`src/rtl/dvma_pkg.sv`:
```
package dvma_pkg;
  localparam int PAGE_BITS = 12;
  localparam int PAGE_BYTES = 1 << PAGE_BITS;

  typedef enum logic [1:0] {
    ST_IDLE  = 2'd0,
    ST_SPLIT = 2'd1,
    ST_FETCH = 2'd2
  } walk_st_e;

  // fault status pieces: error, late error, reserved-one, address valid
  localparam logic [31:0] FLT_BASE_WORD = 32'hC082_0000;
  localparam logic [31:0] FLT_READ_BIT  = 32'h0004_0000;

  // entry flag positions
  localparam int PTE_VLD_POS = 1;
  localparam int PTE_WR_POS  = 2;
endpackage

```
`src/rtl/dvma_pte_addr.sv`:
```
module dvma_pte_addr #(
  parameter int ADDR_W       = 32,
  parameter int MIN_WIN_BITS = 24,
  localparam int PA_W        = ADDR_W + 4,
  localparam int HI_W        = ADDR_W - dvma_pkg::PAGE_BITS
) (
  input  logic [ADDR_W-1:0] base,
  input  logic [HI_W-1:0]   dva_page,
  input  logic [2:0]        win,
  output logic [PA_W-1:0]   pte_addr
);
  logic [HI_W-1:0] keep_mask;
  logic [HI_W-1:0] idx;

  always_comb begin
    // bits at or above the window size are dropped
    keep_mask = ~({HI_W{1'b1}} << (MIN_WIN_BITS - dvma_pkg::PAGE_BITS + int'(win)));
    idx       = dva_page & keep_mask;
    pte_addr  = {base, 4'b0000} + PA_W'({idx, 2'b00});
  end
endmodule

```
`src/rtl/dvma_chunk_calc.sv`:
```
module dvma_chunk_calc #(
  parameter int LEN_W     = 16,
  localparam int CHUNK_W  = dvma_pkg::PAGE_BITS + 1
) (
  input  logic [dvma_pkg::PAGE_BITS-1:0] page_off,
  input  logic [LEN_W-1:0]               remain,
  output logic [CHUNK_W-1:0]             chunk_len,
  output logic                           chunk_last
);
  logic [CHUNK_W-1:0] room;

  always_comb begin
    room       = CHUNK_W'(dvma_pkg::PAGE_BYTES) - {1'b0, page_off};
    chunk_last = (remain <= LEN_W'(room));
    chunk_len  = chunk_last ? remain[CHUNK_W-1:0] : room;
  end
endmodule

```
`src/rtl/dvma_pte_check.sv`:
```
module dvma_pte_check (
  input  logic [23:0]                    pte_page,
  input  logic                           pte_vld,
  input  logic                           pte_wr,
  input  logic                           is_write,
  input  logic [dvma_pkg::PAGE_BITS-1:0] page_off,
  output logic                           ok,
  output logic [35:0]                    pa,
  output logic [31:0]                    status
);
  always_comb begin
    ok     = pte_vld && (pte_wr || !is_write);
    pa     = {pte_page, page_off};
    status = dvma_pkg::FLT_BASE_WORD | (is_write ? 32'h0 : dvma_pkg::FLT_READ_BIT);
  end
endmodule

```
`src/rtl/dvma_xlate.sv`:
```
module dvma_xlate #(
  parameter int ADDR_W       = 32,
  parameter int LEN_W        = 16,
  parameter int MIN_WIN_BITS = 24,
  localparam int PA_W        = ADDR_W + 4,
  localparam int CHUNK_W     = dvma_pkg::PAGE_BITS + 1
) (
  input  logic               clk,
  input  logic               rst,
  input  logic               cfg_enable,
  input  logic [2:0]         cfg_window,
  input  logic [ADDR_W-1:0]  cfg_base,
  input  logic               req_valid,
  output logic               req_ready,
  input  logic [ADDR_W-1:0]  req_addr,
  input  logic [LEN_W-1:0]   req_len,
  input  logic               req_write,
  output logic               mem_req,
  output logic [PA_W-1:0]    mem_addr,
  input  logic               mem_ack,
  input  logic [31:0]        mem_rdata,
  output logic               rsp_valid,
  output logic [PA_W-1:0]    rsp_pa,
  output logic [CHUNK_W-1:0] rsp_len,
  output logic               rsp_fault,
  output logic               rsp_last,
  output logic               flt_strobe,
  output logic [31:0]        flt_status,
  output logic [ADDR_W-1:0]  flt_addr
);
  import dvma_pkg::*;

  walk_st_e           state;
  logic [ADDR_W-1:0]  cur_addr;
  logic [LEN_W-1:0]   remain;
  logic               wr_q;
  logic               xl_q;
  logic [2:0]         win_q;
  logic [ADDR_W-1:0]  base_q;

  logic [PA_W-1:0]    pte_addr;
  logic [CHUNK_W-1:0] clen;
  logic               clast;
  logic               chk_ok;
  logic [35:0]        chk_pa;
  logic [31:0]        chk_status;
  logic [PA_W-1:0]    out_pa;
  logic               pte_unused;

  assign pte_unused = ^{mem_rdata[7:3], mem_rdata[0]};

  dvma_pte_addr #(.ADDR_W(ADDR_W), .MIN_WIN_BITS(MIN_WIN_BITS)) i_pte_addr (
    .base     (base_q),
    .dva_page (cur_addr[ADDR_W-1:PAGE_BITS]),
    .win      (win_q),
    .pte_addr (pte_addr)
  );

  dvma_chunk_calc #(.LEN_W(LEN_W)) i_chunk (
    .page_off   (cur_addr[PAGE_BITS-1:0]),
    .remain     (remain),
    .chunk_len  (clen),
    .chunk_last (clast)
  );

  dvma_pte_check i_check (
    .pte_page (mem_rdata[31:8]),
    .pte_vld  (mem_rdata[PTE_VLD_POS]),
    .pte_wr   (mem_rdata[PTE_WR_POS]),
    .is_write (wr_q),
    .page_off (cur_addr[PAGE_BITS-1:0]),
    .ok       (chk_ok),
    .pa       (chk_pa),
    .status   (chk_status)
  );

  assign out_pa = xl_q ? PA_W'(chk_pa) : PA_W'(cur_addr);

  always_ff @(posedge clk) begin
    if (rst) begin
      state      <= ST_IDLE;
      req_ready  <= 1'b1;
      cur_addr   <= '0;
      remain     <= '0;
      wr_q       <= 1'b0;
      xl_q       <= 1'b0;
      win_q      <= '0;
      base_q     <= '0;
      mem_req    <= 1'b0;
      mem_addr   <= '0;
      rsp_valid  <= 1'b0;
      rsp_pa     <= '0;
      rsp_len    <= '0;
      rsp_fault  <= 1'b0;
      rsp_last   <= 1'b0;
      flt_strobe <= 1'b0;
      flt_status <= '0;
      flt_addr   <= '0;
    end else begin
      rsp_valid  <= 1'b0;
      flt_strobe <= 1'b0;
      case (state)
        ST_IDLE: begin
          if (req_valid) begin
            cur_addr <= req_addr;
            remain   <= req_len;
            wr_q     <= req_write;
            xl_q     <= cfg_enable;
            win_q    <= cfg_window;
            base_q   <= cfg_base;
            if (req_len != '0) begin
              req_ready <= 1'b0;
              state     <= ST_SPLIT;
            end
          end
        end
        ST_SPLIT, ST_FETCH: begin
          if (state == ST_SPLIT && xl_q) begin
            mem_req  <= 1'b1;
            mem_addr <= pte_addr;
            state    <= ST_FETCH;
          end else if (state == ST_SPLIT || mem_ack) begin
            mem_req   <= 1'b0;
            rsp_valid <= 1'b1;
            if (xl_q && !chk_ok) begin
              rsp_pa     <= '0;
              rsp_len    <= '0;
              rsp_fault  <= 1'b1;
              rsp_last   <= 1'b1;
              flt_strobe <= 1'b1;
              flt_status <= chk_status;
              flt_addr   <= {cur_addr[ADDR_W-1:PAGE_BITS], {PAGE_BITS{1'b0}}};
              req_ready  <= 1'b1;
              state      <= ST_IDLE;
            end else begin
              rsp_pa    <= out_pa;
              rsp_len   <= clen;
              rsp_fault <= 1'b0;
              rsp_last  <= clast;
              cur_addr  <= cur_addr + ADDR_W'(clen);
              remain    <= remain - LEN_W'(clen);
              if (clast) begin
                req_ready <= 1'b1;
                state     <= ST_IDLE;
              end else begin
                state <= ST_SPLIT;
              end
            end
          end
        end
        default: state <= ST_IDLE;
      endcase
    end
  end

  AST_FETCH_HOLD: assert property (@(posedge clk) disable iff (rst)
    mem_req && !mem_ack |=> mem_req && $stable(mem_addr));
  AST_PTE_ALIGNED: assert property (@(posedge clk) disable iff (rst)
    mem_req |-> mem_addr[1:0] == 2'b00);
  AST_BUSY_NOT_READY: assert property (@(posedge clk) disable iff (rst)
    mem_req |-> !req_ready);
  AST_CHUNK_IN_PAGE: assert property (@(posedge clk) disable iff (rst)
    rsp_valid && !rsp_fault |-> rsp_len != '0 &&
      ({1'b0, rsp_pa[PAGE_BITS-1:0]} + rsp_len) <= CHUNK_W'(PAGE_BYTES));
  AST_FAULT_ENDS_WALK: assert property (@(posedge clk) disable iff (rst)
    rsp_valid && rsp_fault |-> rsp_last && flt_strobe);
  AST_FAULT_WORD: assert property (@(posedge clk) disable iff (rst)
    flt_strobe |-> flt_status[31] && flt_status[30] && flt_status[23] && flt_status[17]);
  AST_LAST_RELEASES: assert property (@(posedge clk) disable iff (rst)
    rsp_valid && rsp_last |-> req_ready);
endmodule

```
`config.mk`:
```
export PLATFORM = sky130hd
export DESIGN_NAME = dvma_xlate
export DESIGN_NICKNAME = d
export VERILOG_FILES = /design/src/rtl/dvma_pkg.sv /design/src/rtl/dvma_pte_addr.sv /design/src/rtl/dvma_chunk_calc.sv /design/src/rtl/dvma_pte_check.sv /design/src/rtl/dvma_xlate.sv
export SDC_FILE = /design/constraint.sdc
export NUM_CORES = 1
export LEC_CHECK = 0
export BUFFER_PORTS_ARGS = -buffer_cell sky130_fd_sc_hd__buf_2
export CORE_MARGIN = 5
export CORE_UTILIZATION = 50
export CTS_CLUSTER_DIAMETER = 120
export DETAILED_ROUTE_END_ITERATION = 6
export MAX_ROUTING_LAYER = met4
export PLACE_DENSITY = 0.8
export SLEW_MARGIN = 15
export SYNTH_ARGS = -nofsm -noshare
export SYNTH_HDL_FRONTEND = slang
export SYNTH_SLANG_ARGS = --single-unit
```
`constraint.sdc`:
```
create_clock -name clk -period 7.3 [get_ports clk]
set_input_delay 0.365 -clock clk [delete_from_list [all_inputs] [get_ports clk]]
set_output_delay 0.365 -clock clk [all_outputs]
set_load 0.03 [all_outputs]
```
==> metrics, run 1 <==
distinct cell type count after synthesis=75; final hold vios=0; max-slew violations=0; reg-to-reg startpoint=cur_addr[2]; # resized after CTS=0; Seq cells post-synth=198; HP Class=input port to flop; Synth Warn #=0; initial antenna violation count=1; Nets=1,779; Die Ht=160 um; P per Cell Area=415 nW/um2; die area=25,700 um2; violation count after the first detailed-route iteration=832; Hold Path Stages=3; Via-to-Cell Ratio=5.81; port bufs=228; vias in the first global route=10,329; Vias=11,008; global-route wire length before repair=54,000 um; setup bufs post-CTS=0; Arr. time, crit path=6570 ps; worst vdd ir=204 uV; Core Rows=55; pin count of the biggest net entering global routing=74; Worst-path clk slew=90 ps; Leak=0.00586 uW; Clock Path Buffers=2; root buf cell=clkbuf_16; Synth area leaders=dfxtp_1 35%, nand2_1 7.2%, ha_1 6.7%, a21oi_1 6.0%, nor2_1 3.9%; fraction of layout cells with a size suffix above 1=18.3%; final instance area=13,000 um2; hold path start=cfg_base[24]; Total Neg Setup Slack=0 ps; commonest cells in the netlist=217 x nand2_1, 198 x dfxtp_1, 135 x a21oi_1; CTS tree=built; Area growth syn-to-layout=15.0%; Rel. slew slack=37.8%; Final HPWL DP=24,800 um; CTS sink count=198; total grt overflow=0; Avg Synthesized Cell Area=7.94 um2; clk_lat worst skew=450 ps; Final setup viols=0; register area share after synthesis=35.1%; number of remaining DRC errors=0; Final Util=57.9%; most common cell in the synthesized netlist=nand2_1; Netlist Area Pre-Place=11,300 um2; cts bufs inserted=17; ANT nets after route=0; fin crit period=6260 ps; Worst setup EP type=flop; Top FF cell, synth=dfxtp_1; period utilisation layout=85.8%; area post-placement=12,400 um2; Yosys top cell by area=dfxtp_1; reg-to-reg endpoint=cur_addr[24]; Die W=160 um; status=finished, final reports clean; Final Non-Filler Cells=1,894; I/O pin cnt=276; Slew @ Worst Pin=930 ps; EDFF count, synth=0; drt wl/cell=18.2 um; RSZ-0062 raised after global routing=no; clock skew=15.5 ps; Worst Reg-to-Reg Cells=22; Max FO, Critical Path=16; FILL cells=2,018; ys async rst share=0%; Mapped Cells=1,421; CTS H-tree lvls=4; final WL=34,400 um; worst reg2reg setup slack=1040 ps; Worst setup SP type=flop; CP Class=flop to flop; cts hold-fix bufs=0; worst hold path endpoint=base_q[24]; required time of the critical path=7600 ps; placed cell count=1,861; Core Box Area=22,400 um2; final hold slack=144 ps; fmax=160 MHz; drt pass-1 iters=5; GP Congestion=0.966; Initial Util=50.3%; All-Layer GR Usage=26.6%; max-cap violations=0; post-synth top area share=35.1%
cell families (layout without fill, tap and decap cells):
family	count (synthesis)	in the layout	synth area share, %
AO/OA/AOI/OAI	396	396	22.7
XOR/XNOR	49	49	3.80
adder cells (fa/ha/maj)	63	63	7.18
buffers and inverters	174	321	7.47
flip-flops	198	198	35.1
multiplexers	42	42	3.78
other	1	42	0.0332
AND/OR/NAND/NOR	498	498	19.9
where the power goes:
part / switching, uW / internal, uW
registers: 242 / 1250
logic: 1770 / 1170
clock network: 493 / 465
how the worst max path moves through the flow:
| stage | slack (ps) | end | from |
|---|---|---|---|
| after global routing | 490 | cur_addr[24] | cur_addr[2] |
| after detailed placement | 1200 | cur_addr[24] | cur_addr[2] |
| final | 1040 | cur_addr[24] | cur_addr[2] |
| after global placement | 1360 | cur_addr[28] | cur_addr[2] |
| after CTS | 1180 | cur_addr[24] | cur_addr[2] |
| after floorplan | 2320 | remain[12] | cur_addr[2] |
layer usage:
| metal | GRT usage, % | part of all wire [%] | vias to the layer above |
|---|---|---|---|
| li1 | - | - | 5334 |
| met4 | 9.39 | 3.1 | 0 |
| met5 | - | 0 | - |
| met3 | 3.90 | 6.8 | 78 |
| met2 | 43.1 | 48 | 456 |
| met1 | 34.0 | 43 | 5140 |
state kept, by name (all words and copies together), names as in the netlist:
signal      flops
rsp_last        1
flt_addr       20
win_q           3
req_ready       1
state           2
base_q         32
mem_req         1
remain         16
rsp_pa         36
rsp_valid       1
flt_status      2
cur_addr       32
flt_strobe      1
rsp_fault       1
wr_q            1
xl_q            1
rsp_len        13
mem_addr       34
critical path: stages (launching register included):
cell      delay (ps)
dfxtp_1          400
nor4_1           520
nand2_1          170
nor4_1           270
xnor2_1          180
inv_1             70
ha_1             280
and4_1           210
nand3_1          120
a211o_1          240
and3_4           180
a21oi_4          530
mux2i_1          380
ha_1             280
inv_1             70
fa_1             410
nor2b_1          160
o31a_1           240
o211ai_1         160
a21oi_1          690
and3_1           280
mux2i_1          190
o22ai_1           90
final cells by class:
type / instances / area, um2 / area share, %
Antenna cell: 1 / 2.50 / 0.0193
Clock buffer: 17 / 425 / 3.28
Clock inverter: 15 / 174 / 1.34
Inverter: 47 / 176 / 1.36
Multi-Input combinational cell: 1089 / 6640 / 51.1
Sequential cell: 198 / 3960 / 30.5
Tap cell: 285 / 357 / 2.75
Timing Repair Buffer: 242 / 1250 / 9.62
cells in the final DEF, fill, tap and decap left out, types with 18 or more instances in the layout:
master and n:
ha_1 59, xnor2_1 31, dfxtp_1 198, nor3_1 33, xor2_1 18, mux2i_1 37
a22oi_1 25, a221oi_1 25, buf_2 227, nand3_1 28, o21ai_0 66, a21o_1 18
conb_1 41, inv_1 47, nand2_1 217, a211oi_1 20, nor2_1 118, a21oi_1 134
and3_1 18
stage by stage:
stage | total power, uW | setup slack, ps
2_1_floorplan | 3740 | 2320
3_3_place_gp | 4310 | 1360
3_5_place_dp | 4390 | 1200
4_1_cts | 5360 | 1180
5_1_grt | 5780 | 489
6_report | 5390 | 1040
Note: power is estimated with default switching activity, not from simulation.
==> inputs of run 2 (changes only) <==
--- a/config.mk
+++ b/config.mk
@@ -11,7 +11,8 @@
 export CTS_CLUSTER_DIAMETER = 120
 export DETAILED_ROUTE_END_ITERATION = 6
 export MAX_ROUTING_LAYER = met4
-export PLACE_DENSITY = 0.8
+export PLACE_DENSITY = 0.84
+export SKIP_CTS_REPAIR_TIMING = 1
 export SLEW_MARGIN = 15
 export SYNTH_ARGS = -nofsm -noshare
 export SYNTH_HDL_FRONTEND = slang
==> constraint.sdc (replaced) <==
create_clock -name clk -period 7.3 [get_ports clk]
set_input_delay 0.365 -clock clk [delete_from_list [all_inputs] [get_ports clk]]
set_output_delay 0.365 -clock clk [all_outputs]
set_load 0.02 [all_outputs]
==> run 2 against run 1 <==
Compared with the run above: maximum frequency is 0.82% higher; sequential power is essentially flat; setup slack better by 51 ps; largest power group unchanged; global-route usage shrank 0.17 points; flip-flop and latch count did not move; critical path depth did not move; count of clock-buffer cells in the layout up 2; first-iteration DRC count increased by 19%; clock skew grew 2.7 ps.
==> metrics, run 2 (synthesis results as in run 1) <==
Max FO, Critical Path=16; Buf/Inv on CP=2; fin crit period=6210 ps; Core Rows=55; CP Class=flop to flop; Largest Register=rsp_pa; GP Congestion=0.950; Final HPWL DP=24,700 um; vias in the first global route=10,424; period utilisation layout=85.1%; violation count after the first detailed-route iteration=994; Largest register FFs=36; Vias=11,117; number of remaining DRC errors=0; final hold vios=0; Rel. slew slack=24.1%; max-cap violations=0; drt wl/cell=18.2 um; cell family with most CP delay=compound AO/OA/AOI/OAI gates; CTS sink count=198; global-route wire length before repair=53,900 um; clock skew=18.2 ps; Worst setup EP type=flop; dpl ws=1220 ps; clk_lat worst skew=440 ps; Initial Util=50.3%; final WL=34,400 um; Nets=1,776; die area=25,700 um2; total grt overflow=0; P per Cell Area=411 nW/um2; Hold Path Stages=3; biggest regs=rsp_pa (36), mem_addr (34); status=finished, final reports clean; root buf cell=clkbuf_16; worst vdd ir=255 uV; CP Cell Sequence=nor4_1 -> nand2_1 -> nor4_1 -> xnor2_1 -> inv_1 -> ha_1 -> and4_1 -> nand3_1 -> a211o_1 -> and3_4 -> a21oi_4 -> mux2i_1 -> ha_1 -> inv_1 -> fa_1 -> nor2b_1 -> o31a_1 -> o211ai_1 -> a21oi_1 -> and3_1 -> mux2i_1 -> o22ai_1; Leak=0.00584 uW; max incr delay on CP=660 ps; WP depth=22; CP max-delay cell=a21oi_1; fmax=161 MHz; HP Class=input port to flop; Total Neg Setup Slack=0 ps; Die Ht=160 um; Clock Path Buffers=2; required time of the critical path=7580 ps; Final setup viols=0; final hold slack=148 ps; Worst setup SP type=flop; final worst slack=1090 ps; Slew @ Worst Pin=1140 ps; placed cell count=1,858; Arr. time, crit path=6490 ps; ANT nets after route=0; fraction of layout cells with a size suffix above 1=18.2%; All-Layer GR Usage=26.4%; Area growth syn-to-layout=14.9%; RSZ-0062 raised after global routing=no; drt pass-1 iters=5; most common cell after layout, fill and taps aside=buf_2; CTS H-tree lvls=4; Worst Reg-to-Reg Cells=22; Final Non-Filler Cells=1,894; pin count of the biggest net entering global routing=97; Tot Pwr=5330 uW; Via-to-Cell Ratio=5.87; commonest non-fill, non-tap cells in the layout=227 x buf_2, 217 x nand2_1, 198 x dfxtp_1; port bufs=228; max-slew violations=0; CTS tree=built; cts bufs inserted=17; Die W=160 um; initial antenna violation count=4; I/O pin cnt=276; Worst-path clk slew=80 ps; Core Box Area=22,400 um2
run 2: cell count changes in the layout (fill, tap and decap cells not counted), sizes merged:
cell / change
inv: +1
clkinv: -2
buf: -3
clkinvlp: -1
diode: +3
clkbuf: +2
run 2: worst min-delay path, stage by stage:
cell	delay [ps]
buf_2	100
nand2_1	40
a21oi_1	50
run 2: routing by layer:
metal	up-vias	GRT usage [%]	share of wire, %
met5	-	-	0
met1	5208	33.1	42
met3	78	4.62	7.8
li1	5320	-	-
met4	0	10.3	3.0
met2	511	42.6	47
run 2: cell type report:
| class | count | area [um2] |
|---|---|---|
| diodes | 4 | 10.0 |
| clock buffers | 19 | 443 |
| clock inverters | 13 | 149 |
| fillers | 2037 | 9470 |
| inverters | 47 | 176 |
| multi-input cells | 1089 | 6640 |
| flip-flops and latches | 198 | 3960 |
| well taps | 285 | 357 |
| repair buffers | 239 | 1230 |
run 2: path summary, 6_finish.rpt:
| kind | to | slack (ps) | startpoint |
|---|---|---|---|
| min reg2reg | rsp_len[8] | 450 | rsp_len[8] |
| max reg2reg | cur_addr[24] | 1090 | cur_addr[2] |
| max | cur_addr[24] | 1090 | cur_addr[2] |
| min | base_q[20] | 150 | cfg_base[20] |
run 2: power breakdown:
part | internal [uW] | switching [uW]
sequential | 1250 | 242
clock | 471 | 483
combinational | 1160 | 1720
run 2: metrics by stage:
stage / utilization [%] / instance area (um2)
2_1_floorplan: - / 11400
3_3_place_gp: 55.1 / 12400
3_5_place_dp: 55.1 / 12400
4_1_cts: 57.7 / 12900
5_1_grt: 57.8 / 13000
6_report: 57.8 / 13000
==> inputs of run 3 (changes only) <==
==> constraint.sdc (replaced) <==
create_clock -name clk -period 7.3 [get_ports clk]
set_input_delay 1.095 -clock clk [delete_from_list [all_inputs] [get_ports clk]]
set_output_delay 1.095 -clock clk [all_outputs]
set_load 0.02 [all_outputs]
==> run 3 against run 2 <==
Compared with the run above: count of clock-buffer cells in the layout decreased by 2; utilization increased by 0.10 points; hold slack improved by 300 ps; combinational power barely moved; clock power is 2.7% higher; register-to-register slack got worse by 130 ps; flip-flop and latch count is the same; clock skew decreased by 4.7 ps.
==> metrics, run 3 (synthesis results as in run 1) <==
Buf/Inv on CP=2; fin crit period=6340 ps; Vias=11,198; Final setup viols=0; RSZ-0062 raised after global routing=no; FILL cells=2,030; Nets=1,777; commonest non-fill, non-tap cells in the layout=227 x buf_2, 217 x nand2_1, 198 x dfxtp_1; Largest register FFs=36; Area growth syn-to-layout=15.1%; port bufs=228; combinational power share=53.8%; Rel. slew slack=22.1%; Leak=0.00586 uW; pin count of the biggest net entering global routing=74; Sequential Power Share=27.9%; Initial Util=50.3%; final hold vios=0; max incr delay on CP=680 ps; CTS tree=built; Die Ht=160 um; Max FO, Critical Path=16; final WL=34,800 um; HP Class=flop to flop; register area=3960 um2; final hold slack=450 ps; Pint=2910 uW; fmax=158 MHz; Slew @ Worst Pin=1170 ps; initial antenna violation count=5; Clock Path Buffers=2; Tot Pwr=5360 uW; drt pass-1 iters=6; most common cell after layout, fill and taps aside=buf_2; Largest Register=rsp_pa; max-cap violations=0; CP max-delay cell=a21oi_1; placed cell count=1,859; dpl ws=1180 ps; Arr. time, crit path=6640 ps; number of remaining DRC errors=0; drt wl/cell=18.3 um; biggest regs=rsp_pa (36), mem_addr (34); Via-to-Cell Ratio=5.91; Final Non-Filler Cells=1,895; max-slew violations=0; I/O pin cnt=276; worst vdd ir=230 uV; clock skew=13.5 ps; Worst-path clk slew=80 ps; global-route wire length before repair=54,400 um; final worst slack=955 ps; Core Box Area=22,400 um2; total grt overflow=0; violation count after the first detailed-route iteration=970; All-Layer GR Usage=26.6%; Final HPWL DP=25,200 um; Total Neg Setup Slack=0 ps; cell family with most CP delay=compound AO/OA/AOI/OAI gates; Die W=160 um; GP Congestion=0.955; Psw=2450 uW; clock share of power=18.3%; Worst setup EP type=flop; CP Cell Sequence=nor4_1 -> nand2_1 -> nor4_1 -> xnor2_1 -> inv_1 -> ha_1 -> and4_1 -> nand3_1 -> a211o_1 -> and3_4 -> a21oi_4 -> mux2i_1 -> ha_1 -> inv_1 -> fa_1 -> nor2b_1 -> o31a_1 -> o211ai_1 -> a21oi_1 -> and3_1 -> mux2i_1 -> a21oi_1; Worst setup SP type=flop; die area=25,700 um2; CP Class=flop to flop; status=finished, final reports clean; Switching Fraction=45.7%; period utilisation layout=86.9%; CTS H-tree lvls=4; ANT nets after route=0; clk_lat worst skew=450 ps; P per Cell Area=413 nW/um2; vias in the first global route=10,446; root buf cell=clkbuf_16; fraction of layout cells with a size suffix above 1=18.3%; Core Rows=55; area occupied by multi-input gates=6640 um2; required time of the critical path=7600 ps; cts bufs inserted=17; CTS sink count=198
## run 3: worst reg2reg max path, delay by kind of cell (launching register included)
| family | cells | cell delay [ps] |
|---|---|---|
| simple gates | 8 | 1990 |
| compound gates | 6 | 1970 |
| fa+ha+maj | 3 | 920 |
| mux | 2 | 590 |
| flops | 1 | 390 |
| xor+xnor | 1 | 190 |
| buf+inv | 2 | 150 |
## run 3: power by group through the flow
stage,sequential (uW),clock [uW],combinational (uW)
final,1500,980,2890
after detailed placement,1510,0,2830
after floorplan,1480,0,2200
after global routing,1520,1030,3200
after global placement,1500,0,2740
after CTS,1490,992,2850
## run 3: routing by layer
layer / global-route usage [%] / share of wire (%) / vias up
li1: - / - / 5329
met5: - / 0 / -
met1: 33.6 / 41 / 5224
met3: 5.03 / 9.0 / 102
met4: 10.6 / 3.4 / 0
met2: 42.1 / 47 / 543
## run 3: metrics by stage
stage               utilization, %  cell area (um2)
global placement              55.1            12400
finish                        57.9            13000
floorplan                        -            11400
CTS                           57.8            13000
detailed placement            55.1            12400
global route                  57.9            13000
## run 3: worst paths after layout
check | from | end | slack (ps) | depth (start not counted)
min | rsp_len[10] | rsp_len[10] | 450 | 2
max reg2reg | cur_addr[2] | cur_addr[28] | 960 | 22
min reg2reg | rsp_len[10] | rsp_len[10] | 450 | 2
max | cur_addr[2] | cur_addr[28] | 960 | 22
## run 3: cell type report
class,instances,area share (%)
sequential,198,30.5
tap,285,2.75
inverter,47,1.36
timing repair buffer,240,9.50
clock buffer,17,3.28
multi-input combinational,1089,51.1
antenna,5,0.0963
clock inverter,14,1.38
